`src/rtl/perm_pkg.sv`:
```
`timescale 1ns/1ps
package perm_pkg;
  localparam int CFG_W    = 6;
  localparam int CFG_R    = 0;
  localparam int CFG_W_B  = 1;
  localparam int CFG_X    = 2;
  localparam int CFG_KLO  = 3;
  localparam int CFG_LOCK = 5;

  typedef enum logic [1:0] {
    MATCH_OFF   = 2'b00,
    MATCH_TOR   = 2'b01,
    MATCH_NA4   = 2'b10,
    MATCH_NAPOT = 2'b11
  } match_e;

  localparam logic [1:0] PRIV_MACHINE = 2'b11;
  localparam logic [2:0] RIGHTS_ALL   = 3'b111;
endpackage

```
`src/rtl/perm_entry.sv`:
```
`timescale 1ns/1ps
module perm_entry
  import perm_pkg::*;
#(
  parameter int ADDR_W = 32
) (
  input  logic [ADDR_W-1:0] first_b,
  input  logic [ADDR_W-1:0] last_b,
  input  logic [ADDR_W-1:0] lo,
  input  logic [ADDR_W-1:0] hi,
  input  logic [2:0]        cfg_rights,
  input  match_e            kind,
  input  logic              own_lock,
  input  logic              next_tor_lock,
  input  logic [2:0]        want,
  input  logic              is_machine,
  output logic              decide,
  output logic              verdict
);
  logic       in_first;
  logic       in_last;
  logic       straddle;
  logic       covered;
  logic       locked;
  logic [2:0] granted;

  always_comb begin
    in_first = (first_b >= lo) && (first_b <= hi);
    in_last  = (last_b >= lo) && (last_b <= hi);
    straddle = in_first ^ in_last;
    covered  = in_first && in_last && (kind != MATCH_OFF);
    locked   = own_lock || next_tor_lock;
    granted  = (is_machine && !locked) ? RIGHTS_ALL : cfg_rights;
    decide   = straddle || covered;
    verdict  = !straddle && ((want & ~granted) == 3'b000);
  end
endmodule

```
`config.mk`:
```
export PLATFORM = sky130hd
export DESIGN_NAME = perm_entry
export DESIGN_NICKNAME = d
export VERILOG_FILES = /design/src/rtl/perm_pkg.sv /design/src/rtl/perm_entry.sv
export SDC_FILE = /design/constraint.sdc
export NUM_CORES = 1
export LEC_CHECK = 0
export ABC_AREA = 0
export BUFFER_PORTS_ARGS = -buffer_cell sky130_fd_sc_hd__buf_2
export CAP_MARGIN = 5
export CORE_MARGIN = 10
export CORE_UTILIZATION = 50
export DETAILED_ROUTE_END_ITERATION = 16
export GPL_ROUTABILITY_DRIVEN = 0
export PLACE_DENSITY = 0.9
export SYNTH_ARGS = -nofsm -noshare
export SYNTH_HDL_FRONTEND = slang
export SYNTH_SLANG_ARGS = --single-unit
```
`constraint.sdc`:
```
create_clock -name vclk -period 2.95
set_clock_uncertainty 0.15 [all_clocks]
set_input_delay 0.1475 -clock vclk [all_inputs]
set_output_delay 0.1475 -clock vclk [all_outputs]
set_load 0.02 [all_outputs]
```
==> flow_summary.toml <==
[timing]
hold_slack_ps = 507
max_freq_ghz = 0.378
finalSetupViolations = 0
rsz0062_at_grt = "false"
fin_crit_ps = 2650
setup-tns-final_ps = 0
finalCritPeriodShare_pct = 89.7
maxSlewHeadroom_pct = 64.9
worst_pin_slew_ps = 521
hold_viol = 0
drv_slew = 0

[global_route]
grt_antenna_before_repair = 0
overflow = 0
grt_pass1_wl_mm = 16.4
track_usage_pct = 19.3
grt_pass1_vias = 3804
grt_start_max_net_pins = 4

[critical_path]
critPathCaptureType = "primary output"
worst_setup_path_start_kind = "primary input"
arrival_ps = 2350
crit_required_ps = 2650
path_max_fanout = 3
worst-setup-path-type = "primary input to primary output"

[clock_network]
post_cts_buffers = 0
ctsHoldBuffers = 0
cts-resized-gates = 0

[floorplan]
num_rows = 28
die_width_um = 97.5
io_pins = 141
initial_core_util_pct = 51.0
die_h_um = 97.5
die-area_um2 = 9500
core_area_um2 = 5890

[status]
status = "finished clean"

[cells_and_area]
drive_gt1_share_pct = 26.7
fill_cells = 524
num_antenna_cells = 0
seq_cell_count = 0
mostFrequentLayoutCell = "buf_2"
clkbuf_count = 0
fin_area_um2 = 3810
syn2layout_area_growth_pct = 26.9
regArea_um2 = 0
fin_nets = 813
final_cell_mix = "buf_2 (141), ha_1 (129), inv_1 (71)"
post-route-util_pct = 64.7

[routing]
dr.first_iter.drc_count = 118
postRouteAntennaNets = 0
dr_total_vias = 3495
via_per_inst = 5.66
wl_per_cell_um = 16.0
drc_errors = 0
dr.pass1.iters = 4
wl_mm = 9.91

[synthesis]
syn_area_um2 = 3000
synth_cell_types = 30
yosysWarnings = 0
synth_cells = 401
syn_nets = 669
ys_seq_area_share_pct = 0
synth.avg_cell_area_um2 = 7.49

[power]
power_switching_share_pct = 54.1
internal-power_uw = 243
combPwrFrac_pct = 100.0
cellLeakagePower_uw = 0.00230
p_sw_uw = 286
power_density_nw_per_um2 = 139
ir_worst_vdd_mv = 0.0809
p_clk_share_pct = 0
pwr-share-seq_pct = 0

[placed_design]
place_area_um2 = 3810
port_buffers = 141
hpwl_mm = 9.41

[hold_path]
hold_path.class = "primary input to primary output"

[job]
max_cap_viol_count = 0
-- per-stage QoR --
step	power, µW	worst slack, ps	std cells
after floorplan	310	593	401
after global placement	492	369	618
after detailed placement	523	319	618
after CTS	527	312	618
after global routing	602	11.6	618
final	530	305	618
-- worst max-delay path, stage by stage --
cell      delay, ps
buf_2            80
inv_1            60
ha_1            310
nand4_1         120
nor4_1          470
buf_4           200
a31oi_1          80
a311oi_1        290
ha_1            290
nand2b_1        140
buf_2           160
-- cell type report --
type	instances	area, µm²	share of cell area [%]
repair buffers	142	713	18.7
inverters	71	267	7.00
well taps	75	93.8	2.46
multi-input cells	330	2740	71.8
-- routing by layer --
| metal | wire length [µm] | GRT usage (%) | share of wire, % |
|---|---|---|---|
| met3 | 567 | 3.06 | 5.7 |
| met4 | 143 | 2.35 | 1.4 |
| met5 | 0 | 0 | 0 |
| met2 | 5150 | 38.4 | 52 |
| met1 | 4050 | 21.1 | 41 |
-- cell usage after synthesis --
master / count / area [µm²]
a2111oi_0: 1 / 8.76
a2111oi_2: 1 / 15.0
a211o_1: 1 / 8.76
a211oi_1: 7 / 52.6
a21o_1: 8 / 60.1
a21oi_1: 44 / 220
a21oi_2: 1 / 8.76
a221o_1: 1 / 10.0
a221oi_1: 5 / 43.8
a221oi_2: 1 / 15.0
a222oi_1: 1 / 10.0
a311oi_1: 2 / 17.5
a31oi_1: 2 / 12.5
a32oi_1: 1 / 8.76
and2_0: 1 / 6.26
and4_1: 4 / 35.0
ha_1: 129 / 1610
inv_1: 71 / 267
nand2_1: 31 / 116
nand2b_1: 3 / 18.8
nand3_1: 13 / 65.1
nand4_1: 22 / 138
nor2_1: 15 / 56.3
nor2b_1: 2 / 12.5
nor3_1: 5 / 25.0
nor4_1: 3 / 18.8
o21a_1: 1 / 7.51
o21ai_0: 22 / 110
o21ai_1: 1 / 5.00
o31ai_1: 2 / 15.0
-- final timing paths --
path	start	to	slack, ps	cells after the start
hold / removal	kind[0]	decide	510	4
setup / recovery	hi[14]	decide	300	11
-- power by group through the flow --
stage / clock [µW] / sequential, µW / combinational (µW)
4_1_cts: 0 / 0 / 527
2_1_floorplan: 0 / 0 / 310
3_5_place_dp: 0 / 0 / 523
6_report: 0 / 0 / 530
3_3_place_gp: 0 / 0 / 492
5_1_grt: 0 / 0 / 602
-- logic make-up (layout without fill, tap and decap cells) --
logic type	count (synthesis)	after routing	synth area share, %
buffers and inverters	71	213	8.88
adders and majority gates	129	129	53.8
and+or+nand+nor	99	99	16.4
AOI/OAI and AO/OA	102	102	21.0
No activity file was read; power rests on OpenSTA's default activity.
